[config.mk]
export PLATFORM = sky130hd
export DESIGN_NAME = wdp_watchdog
export DESIGN_NICKNAME = d
export VERILOG_FILES = /design/src/rtl/wdp_pkg.sv /design/src/rtl/wdp_sync_edge.sv /design/src/rtl/wdp_period_timer.sv /design/src/rtl/wdp_pulse_gen.sv /design/src/rtl/wdp_shut_latch.sv /design/src/rtl/wdp_watchdog.sv
export SDC_FILE = /design/constraint.sdc
export NUM_CORES = 1
export LEC_CHECK = 0
export BUFFER_PORTS_ARGS = -buffer_cell sky130_fd_sc_hd__clkbuf_2
export CORE_MARGIN = 1.5
export CORE_UTILIZATION = 55
export DETAILED_ROUTE_END_ITERATION = 7
export HOLD_SLACK_MARGIN = 0.03
export PLACE_DENSITY = 0.72
export SYNTH_ARGS = -nofsm -noshare
export SYNTH_HDL_FRONTEND = slang
export SYNTH_SLANG_ARGS = --single-unit
export TNS_END_PERCENT = 20
[constraint.sdc]
create_clock -name clk -period 3.2 [get_ports clk]
set_clock_uncertainty 0.05 [all_clocks]
set_input_delay 0.64 -clock clk [delete_from_list [all_inputs] [get_ports clk]]
set_output_delay 0.64 -clock clk [all_outputs]
set_load 0.01 [all_outputs]
[src/rtl/wdp_pkg.sv]
package wdp_pkg;

   typedef enum logic {
      TMO_DEFAULT = 1'b0,
      TMO_ALT     = 1'b1
   } tmo_sel_e;

   function automatic int unsigned wdp_max(input int unsigned a, input int unsigned b);
      return (a > b) ? a : b;
   endfunction

endpackage

[src/rtl/wdp_sync_edge.sv]
module wdp_sync_edge #(
   parameter int unsigned STAGES = 2
) (
   input  logic clk,
   input  logic por_n,
   input  logic din,
   output logic act
);
   logic [STAGES-1:0] chain;
   logic              prev;

   if (STAGES == 1) begin : g_one
      always_ff @(posedge clk or negedge por_n) begin
         if (!por_n) chain[0] <= 1'b0;
         else        chain[0] <= din;
      end
   end else begin : g_many
      always_ff @(posedge clk or negedge por_n) begin
         if (!por_n) chain <= '0;
         else        chain <= {chain[STAGES-2:0], din};
      end
   end

   always_ff @(posedge clk or negedge por_n) begin
      if (!por_n) prev <= 1'b0;
      else        prev <= chain[STAGES-1];
   end

   assign act = chain[STAGES-1] ^ prev;

   // a recognised change means the settled level has moved by the next edge
   p_act_tracks_r2: assert property (@(posedge clk) disable iff (!por_n)
      act |=> (prev == $past(chain[STAGES-1])));

endmodule

[src/rtl/wdp_period_timer.sv]
module wdp_period_timer
   import wdp_pkg::*;
#(
   parameter int unsigned DEF_TIMEOUT_CYC = 160_000_000,
   parameter int unsigned ALT_TIMEOUT_CYC = 40_000_000
) (
   input  logic clk,
   input  logic por_n,
   input  logic run,
   input  logic act,
   input  logic sel,
   output logic expire
);
   localparam int unsigned MAX_CYC = wdp_max(DEF_TIMEOUT_CYC, ALT_TIMEOUT_CYC);
   localparam int unsigned CW      = $clog2(MAX_CYC + 1);
   localparam logic [CW-1:0] DEF_M1 = CW'(DEF_TIMEOUT_CYC - 1);
   localparam logic [CW-1:0] ALT_M1 = CW'(ALT_TIMEOUT_CYC - 1);
   localparam logic [CW-1:0] MAX_M1 = CW'(MAX_CYC - 1);

   tmo_sel_e      mode;
   logic [CW-1:0] lim_m1;
   logic [CW-1:0] cnt;

   assign mode   = tmo_sel_e'(sel);
   assign lim_m1 = (mode == TMO_ALT) ? ALT_M1 : DEF_M1;
   assign expire = run && !act && (cnt >= lim_m1);

   always_ff @(posedge clk or negedge por_n) begin
      if (!por_n)             cnt <= '0;
      else if (!run)          cnt <= '0;
      else if (act || expire) cnt <= '0;
      else                    cnt <= cnt + 1'b1;
   end

   // a recognised change restarts the period
   p_restart_r2: assert property (@(posedge clk) disable iff (!por_n)
      (run && act) |=> (cnt == '0));
   // the count never passes the longer of the two limits
   p_cnt_bound_r10: assert property (@(posedge clk) disable iff (!por_n)
      cnt <= MAX_M1);
   // held at zero while the system reset is active
   p_idle_zero_r1: assert property (@(posedge clk) disable iff (!por_n)
      !run |=> (cnt == '0));

endmodule

[src/rtl/wdp_pulse_gen.sv]
module wdp_pulse_gen #(
   parameter int unsigned WARN_CYC = 170_000,
   parameter int unsigned LAG_CYC  = 7
) (
   input  logic clk,
   input  logic por_n,
   input  logic run,
   input  logic expire,
   input  logic act,
   output logic warn_n,
   output logic fault_n
);
   localparam int unsigned WCW = $clog2(WARN_CYC + 1);
   localparam int unsigned LCW = $clog2(LAG_CYC + 1);

   logic [WCW-1:0] wcnt;
   logic [LCW-1:0] lcnt;
   logic           lag_busy;

   always_ff @(posedge clk or negedge por_n) begin
      if (!por_n) begin
         warn_n <= 1'b1;
         wcnt   <= '0;
      end else if (!run) begin
         warn_n <= 1'b1;
         wcnt   <= '0;
      end else if (expire) begin
         warn_n <= 1'b0;
         wcnt   <= WCW'(WARN_CYC - 1);
      end else if (!warn_n) begin
         if (wcnt == '0) warn_n <= 1'b1;
         else            wcnt   <= wcnt - 1'b1;
      end
   end

   always_ff @(posedge clk or negedge por_n) begin
      if (!por_n) begin
         fault_n  <= 1'b1;
         lag_busy <= 1'b0;
         lcnt     <= '0;
      end else if (!run) begin
         fault_n  <= 1'b1;
         lag_busy <= 1'b0;
         lcnt     <= '0;
      end else if (act) begin
         fault_n  <= 1'b1;
         lag_busy <= 1'b0;
      end else if (expire) begin
         lag_busy <= 1'b1;
         lcnt     <= LCW'(LAG_CYC);
      end else if (lag_busy) begin
         if (lcnt == LCW'(1)) begin
            fault_n  <= 1'b0;
            lag_busy <= 1'b0;
         end else begin
            lcnt <= lcnt - 1'b1;
         end
      end
   end

   // the fault edge never leads the warning edge
   p_fault_after_warn_r5: assert property (@(posedge clk) disable iff (!por_n)
      $fell(fault_n) |-> !warn_n);
   // a recognised change lifts the fault
   p_act_clears_r6: assert property (@(posedge clk) disable iff (!por_n)
      (run && act) |=> fault_n);
   // both outputs high while the system reset is active
   p_idle_high_r1: assert property (@(posedge clk) disable iff (!por_n)
      !run |=> (warn_n && fault_n));
   // a pulse only starts on an expiry
   p_warn_start_r3: assert property (@(posedge clk) disable iff (!por_n)
      $fell(warn_n) |-> $past(expire));

endmodule

[src/rtl/wdp_shut_latch.sv]
module wdp_shut_latch (
   input  logic clk,
   input  logic por_n,
   input  logic set_ev,
   input  logic clr,
   output logic shutdown
);
   always_ff @(posedge clk or negedge por_n) begin
      if (!por_n)      shutdown <= 1'b0;
      else if (clr)    shutdown <= 1'b0;
      else if (set_ev) shutdown <= 1'b1;
   end

   // a clear always wins at the next edge
   p_clr_wins_r9: assert property (@(posedge clk) disable iff (!por_n)
      clr |=> !shutdown);
   // without a set or a clear the flag holds
   p_hold_r9: assert property (@(posedge clk) disable iff (!por_n)
      (!clr && !set_ev) |=> $stable(shutdown));

endmodule

[src/rtl/wdp_watchdog.sv]
module wdp_watchdog #(
   parameter int unsigned DEF_TIMEOUT_CYC = 160_000_000,
   parameter int unsigned ALT_TIMEOUT_CYC = 40_000_000,
   parameter int unsigned WARN_CYC        = 170_000,
   parameter int unsigned LAG_CYC         = 7,
   parameter int unsigned SYNC_STAGES     = 2
) (
   input  logic clk,
   input  logic por_n,
   input  logic sys_rst_n,
   input  logic wdi,
   input  logic tmo_sel,
   input  logic shut_clr,
   output logic warn_n,
   output logic fault_n,
   output logic shutdown
);
   if (SYNC_STAGES < 1) begin : g_err_sync
      $error("SYNC_STAGES must be at least 1");
   end
   if (LAG_CYC < 1) begin : g_err_lag
      $error("LAG_CYC must be at least 1");
   end
   if (LAG_CYC >= WARN_CYC) begin : g_err_lag_warn
      $error("LAG_CYC must be shorter than WARN_CYC");
   end
   if (WARN_CYC >= DEF_TIMEOUT_CYC || WARN_CYC >= ALT_TIMEOUT_CYC) begin : g_err_warn
      $error("WARN_CYC must be shorter than both periods");
   end

   logic act;
   logic expire;
   logic run;

   assign run = sys_rst_n;

   wdp_sync_edge #(
      .STAGES (SYNC_STAGES)
   ) u_sync (
      .clk   (clk),
      .por_n (por_n),
      .din   (wdi),
      .act   (act)
   );

   wdp_period_timer #(
      .DEF_TIMEOUT_CYC (DEF_TIMEOUT_CYC),
      .ALT_TIMEOUT_CYC (ALT_TIMEOUT_CYC)
   ) u_timer (
      .clk    (clk),
      .por_n  (por_n),
      .run    (run),
      .act    (act),
      .sel    (tmo_sel),
      .expire (expire)
   );

   wdp_pulse_gen #(
      .WARN_CYC (WARN_CYC),
      .LAG_CYC  (LAG_CYC)
   ) u_pulse (
      .clk     (clk),
      .por_n   (por_n),
      .run     (run),
      .expire  (expire),
      .act     (act),
      .warn_n  (warn_n),
      .fault_n (fault_n)
   );

   wdp_shut_latch u_latch (
      .clk      (clk),
      .por_n    (por_n),
      .set_ev   (expire && !fault_n),
      .clr      (shut_clr),
      .shutdown (shutdown)
   );

   // the flag only rises together with a warning edge
   p_shut_on_warn_r8: assert property (@(posedge clk) disable iff (!por_n)
      $rose(shutdown) |-> $fell(warn_n));
   // the flag only rises when the fault was already low
   p_shut_needs_fault_r8: assert property (@(posedge clk) disable iff (!por_n)
      $rose(shutdown) |-> !$past(fault_n));

endmodule

# After elaboration in Yosys (flattened, before gate mapping)
# Cells that the tools add are included.
# W data, S select, Z words.
# op_classes
n_addsub,3
n_lt_le_gt_ge,1
n_eq_ne,9
muxes,28
bitwise,1
reduce_logical,11
# ops
op,n
$mux W28,3
$mux W18,4
$add A28 B1 Y28 const B,1
$ge A28 B28 Y1,1
$logic_not A18 Y1,1
$sub A18 B1 Y18 const B,1
$mux W1,16
$mux W3,5
$ne A3 B1 Y1 const B,3
$ne A3 B3 Y1 const B,3
$reduce_and A3 Y1,2
$eq A3 B1 Y1 const B,1
$logic_and A1 B1 Y1,3
$ne A3 B2 Y1 const B,1
$sub A3 B1 Y3 const B,1
$logic_not A1 Y1,2
$ne A2 B2 Y1 const B,1
$reduce_and A2 Y1,1
$reduce_bool A2 Y1,1
$logic_or A1 B1 Y1,1
$xor A1 B1 Y1,1
# totals
register_bits,56
inputBits,6
out_inout_bits,3
elab_cells,62

# Logic depth before layout (Yosys ltp)
# logic_depth
ltp_word,7
depth_mapped,8
mapped_depth_nobuf,7

# By module
# Synthesis repeated with hierarchy kept, for this count alone.
# unflattened
cells_unflattened,334
hier_area_um2,3313.2
# modules_own_cells
module,n_inst,cells_each,area_each_um2,seq_area_each_um2
wdp_period_timer,1,176,1789.2,700.7
wdp_pulse_gen,1,151,1391.3,603.1
wdp_sync_edge,1,4,83.8,75.1
wdp_shut_latch,1,2,35.0,25.0
wdp_watchdog,1,1,13.8,0.0

# Least setup slack after synthesis
# No wires, ideal clock.
# synth_path
path_kind,input to register
startpoint,input port tmo_sel
endpoint,register u_pulse.wcnt[12]
setup_ns,0.121
arrival_time_ns,2.457
required_time_ns,3.029
slack_ns,0.572
stages,8
n_path_buf,1
cell_sequence,inv_1 > ha_1 > a211o_1 > a21o_1 > o21ai_0 > nand3_1 > clkbuf_1 > a22o_1
# synth_via
elab_chain_len,5
elab_cells_between_ends,8
classes_between,order compare: 1; eq/ne: 2; mux: 3; reduce/logical: 2
# synth_rtl
element,line,source
"start, declared",wdp_watchdog.sv:12,"input logic tmo_sel,"
$mux W28 (*),wdp_period_timer.sv:25,assign lim_m1 = (mode == TMO_ALT) ? ALT_M1 : DEF_M1;
$ge A28 B28 Y1 (*),wdp_period_timer.sv:26,assign expire = run && !act && (cnt >= lim_m1);
$logic_and A1 B1 Y1 (*),wdp_period_timer.sv:26,
$ne A3 B3 Y1 (no line) / $mux W18 (equally long branches),--,
$reduce_and A2 Y1 (no line) / $mux W18 (equally long branches),--,
"end signal, assigned",wdp_pulse_gen.sv:29,wcnt <= WCW'(WARN_CYC - 1);
"end signal, assigned",wdp_pulse_gen.sv:32,else wcnt <= wcnt - 1'b1;
"end, declared",wdp_pulse_gen.sv:16,logic [WCW-1:0] wcnt;
# Mark *: on every way between the ends. The rest lies on a longest branch, timed or not.
# A chain may end at the register's enable or synchronous reset.

# Worst setup path in the final report
# layout_path
startpoint,input port tmo_sel
endpoint,register u_pulse.lcnt[2]
# layout_via
elab_chain_len,6
elab_cells_between_ends,9
classes_between,order compare: 1; eq/ne: 2; mux: 4; reduce/logical: 2
# layout_rtl
element,line,source
$mux W28 (*),wdp_period_timer.sv:25,
$ge A28 B28 Y1 (*),wdp_period_timer.sv:26,
$logic_and A1 B1 Y1 (*),wdp_period_timer.sv:26,
$mux W3,wdp_pulse_gen.sv:48,end else if (expire) begin
$mux W3,wdp_pulse_gen.sv:45,end else if (act) begin
$mux W3,wdp_pulse_gen.sv:41,end else if (!run) begin
"end signal, assigned",wdp_pulse_gen.sv:50,lcnt <= LCW'(LAG_CYC);
"end signal, assigned",wdp_pulse_gen.sv:56,lcnt <= lcnt - 1'b1;
"end, declared",wdp_pulse_gen.sv:17,logic [LCW-1:0] lcnt;
# Mark *: on every way between the ends. The rest lies on a longest branch, timed or not. The select of a mux whose other input is x is not followed.

==> qor.csv <==
stage;metric;value;unit
drt;routed via count;2456;
min_path;Hold/Removal Path Class;in -> async;
layout;Synth-to-Final Area Change;6.94;%
layout;layout filler cell count;456;
floorplan;overall die width;79.2;µm
critical_path;setup slack of the worst register-to-register path;0.79;ns
global_route;overall fraction of global-route tracks in use;22.0;%
critical_path;biggest fanout along the worst timing path;25;
logic_synthesis;most used flip-flop cell after synthesis;sky130_fd_sc_hd__dfrtp_1;
drt;DR pass1 iterations;4;
sta;final worst path period share;84.5;%
floorplan;effective utilization at floorplan;57.6;%
floorplan;die footprint;6260;µm²
logic_synthesis;synthesis-stage register bit count;56;
floorplan;placeable core region;5540;µm²
floorplan;num ports;9;
sta;worst-margin pin slew;0.622;ns
clock_network;Post-CTS Repair Setup Buffers;0;
layout;number of standard cells in the final layout excluding fillers;405;
drt;Vias per Instance;6.06;
logic_synthesis;Seq/Total Area, Yosys;44.0;%
drt;wire per inst;15.4;µm
logic_synthesis;Post-Synthesis Net Count;346;
drt;Total Routed Length;6220;µm
sta;Post-Route Hold Slack;0.257;ns
layout;layout cells sized above 1;8.71;%
pwr;maximum vdd drop;0.316;mV
floorplan;site row count;27;
pwr;power per cell area;344;nW/µm²
placement;Final Wtd Congestion;0.852;
logic_synthesis;count of distinct cell types in the synthesized netlist;49;
placement;DP HPWL;4320;µm
critical_path;kind of start point of the critical path;primary input;
sta;maximum operating frequency;370;MHz
sta;Fin. Hold Viols;0;
run;# Max-Cap Violations;0;
clock_network;CTS tree;done;
sta;Tmin final;2.70;ns
critical_path;R2R Path Start;u_timer.cnt[17]$_DFF_PN0_;
layout;diode insertion count for antenna repair;0;
placement;Placed Cells;397;
clock_network;Clock Tree Buf Depth;2;
sta;count of pins over their slew limit;0;
layout;total area of multi-input combinational cells;1690;µm²
global_route;number of antenna violations at the first check in global routing;0;
critical_path;Crit path required time;3.35;ns
logic_synthesis;total of warnings raised by yosys;0;
logic_synthesis;number of cells produced by synthesis;322;
global_route;wire length of the first global-routing pass;11000;µm
drt;starting DRC count in detailed routing;193;
sta;Final TNS setup;0;ns
clock_network;clock buffer count from CTS;5;
layout;Register Area;1400;µm²
sta;RSZ-0062 raised after global routing;no;
clock_network;clock transition at the register clock pins on the worst setup and hold paths after CTS;0.10;ns
critical_path;endpoint arrival time on the critical path;2.85;ns
global_route;number of global-route vias before repair;2244;
placement;Port Buf Inserts;8;
sta;max-slew headroom at the worst pin;58.0;%
global_route;largest net degree at the start of global routing;35;
critical_path;number of cell instances on the worst register-to-register path;7;
status;status;finished, final reports clean;
clock_network;Clk Tree Root Cell;sky130_fd_sc_hd__clkbuf_8;
critical_path;endpoint of the most critical register-to-register path;u_pulse.lcnt[2]$_DFFE_PN0P_;
clock_network;# resized after CTS;0;
critical_path;Worst Setup End Kind;flop;
global_route;global-route congestion overflow total;0;
drt;antenna violation net count after detailed routing;0;
sta;setup-violating endpoint count in the final report;0;
layout;most common cell after layout, fill and taps aside;sky130_fd_sc_hd__dfrtp_1;
logic_synthesis;Avg Cell Area, Syn;9.90;µm²
clock_network;post-cts hold buffer count;0;
logic_synthesis;Post-Syn Area;3190;µm²
logic_synthesis;number of synthesized flops with an enable pin;0;
critical_path;origin of the worst setup path;tmo_sel;
clock_network;insertion delay to the later sink of the worst-skew pair;0.31;ns
drt;count of unresolved DRC violations after routing;0;
layout;number of nets in the layout;356;
layout;most frequent cells in the layout;sky130_fd_sc_hd__dfrtp_1, sky130_fd_sc_hd__nor2_1, sky130_fd_sc_hd__xnor2_1;
critical_path;crit path kind;in -> reg;
floorplan;height of the die;79.2;µm
pwr;static leakage;1.44;nW
clock_network;number of H-tree levels;2;
clock_network;Num Clock Sinks;56;
logic_synthesis;asr flop ratio synth;100;%
==> synthesized netlist by cell type (7+ instances only) <==
| cell type | number | area share [%] |
|---|---|---|
| sky130_fd_sc_hd__dfrtp_1 | 54 | 42 |
| sky130_fd_sc_hd__clkbuf_1 | 7 | 0.82 |
| sky130_fd_sc_hd__nor2_1 | 37 | 4.4 |
| sky130_fd_sc_hd__xnor2_1 | 22 | 6.0 |
| sky130_fd_sc_hd__nand2_1 | 16 | 1.9 |
| sky130_fd_sc_hd__a21oi_1 | 8 | 1.3 |
| sky130_fd_sc_hd__xor2_1 | 14 | 3.8 |
| sky130_fd_sc_hd__a221oi_1 | 7 | 1.9 |
| sky130_fd_sc_hd__nand4_1 | 14 | 2.7 |
| sky130_fd_sc_hd__inv_1 | 13 | 1.5 |
| sky130_fd_sc_hd__ha_1 | 18 | 7.1 |
| sky130_fd_sc_hd__a22o_1 | 7 | 1.9 |
| sky130_fd_sc_hd__nand3_1 | 18 | 2.8 |
| sky130_fd_sc_hd__o21ai_0 | 7 | 1.1 |
| sky130_fd_sc_hd__nor4_1 | 7 | 1.4 |
| sky130_fd_sc_hd__nor3_1 | 10 | 1.6 |
==> critical path, stage by stage <==
cell	delay (ns)
sky130_fd_sc_hd__clkbuf_2	0.22
sky130_fd_sc_hd__inv_1	0.18
sky130_fd_sc_hd__ha_1	0.34
sky130_fd_sc_hd__a211o_1	0.29
sky130_fd_sc_hd__a21o_1	0.17
sky130_fd_sc_hd__o21ai_0	0.33
sky130_fd_sc_hd__nand3_1	0.12
sky130_fd_sc_hd__buf_4	0.25
sky130_fd_sc_hd__o221a_2	0.31
==> flip-flops by register name (all words and copies together) (netlist names) <==
signal	count
u_pulse.lcnt	3
u_pulse.lag_busy	1
u_pulse.fault_n	1
u_latch.shutdown	1
u_timer.cnt	28
u_pulse.wcnt	18
u_sync.prev	1
u_sync.chain	2
u_pulse.warn_n	1
==> how the worst max path moves through the flow <==
stage,slack (ns),to,depth (start not counted)
floorplan,0.57,u_pulse.wcnt[12]$_DFFE_PN0P_,8
global placement,0.24,u_pulse.lcnt[1]$_DFFE_PN0P_,9
detailed placement,0.20,u_pulse.wcnt[8]$_DFFE_PN0P_,9
CTS,0.51,u_pulse.lcnt[2]$_DFFE_PN0P_,9
global route,0.24,u_pulse.wcnt[8]$_DFFE_PN0P_,9
finish,0.50,u_pulse.lcnt[2]$_DFFE_PN0P_,9
==> routing by layer <==
layer / track usage, % / vias up / wire length [µm]
li1: - / 1208 / -
met1: 35.3 / 1196 / 3290
met2: 29.9 / 45 / 2650
met3: 4.02 / 7 / 228
met4: 5.61 / 0 / 56
met5: 0 / - / 0
==> logic make-up (layout without fill, tap and decap cells) <==
| group | count (synthesis) | in the layout | share of synthesized area (%) |
|---|---|---|---|
| flops | 56 | 56 | 44.0 |
| xor+xnor | 36 | 36 | 9.89 |
| simple gates | 136 | 136 | 23.0 |
| mux | 1 | 1 | 0.314 |
| compound gates | 52 | 52 | 12.7 |
| buf+inv | 23 | 34 | 3.02 |
| fa+ha+maj | 18 | 18 | 7.06 |
==> stage by stage <==
stage	area (µm²)	setup WS [ns]	util [%]	power, mW
6_report	3410	0.497	61.6	1.17
5_1_grt	3410	0.244	61.6	1.22
4_1_cts	3410	0.513	61.6	1.18
3_5_place_dp	3320	0.200	60.0	0.798
3_3_place_gp	3320	0.236	60.0	0.796
2_1_floorplan	3190	0.572	-	0.760
==> area by class of cell <==
type                       instances  area share [%]
clock buffer                       6            2.13
clock inverter                     2           0.477
inverter                          13            1.43
multi-input combinational        243            49.5
sequential                        56            41.2
tap                               72            2.64
timing repair buffer              13            2.64
==> power breakdown <==
group          leakage, nW  switching [mW]  total, mW  internal (mW)
Clock               0.0414           0.234      0.391          0.156
Sequential           0.768         0.00291      0.714          0.711
Combinational        0.632          0.0509     0.0691         0.0182
No activity file was read; power rests on OpenSTA's default activity.
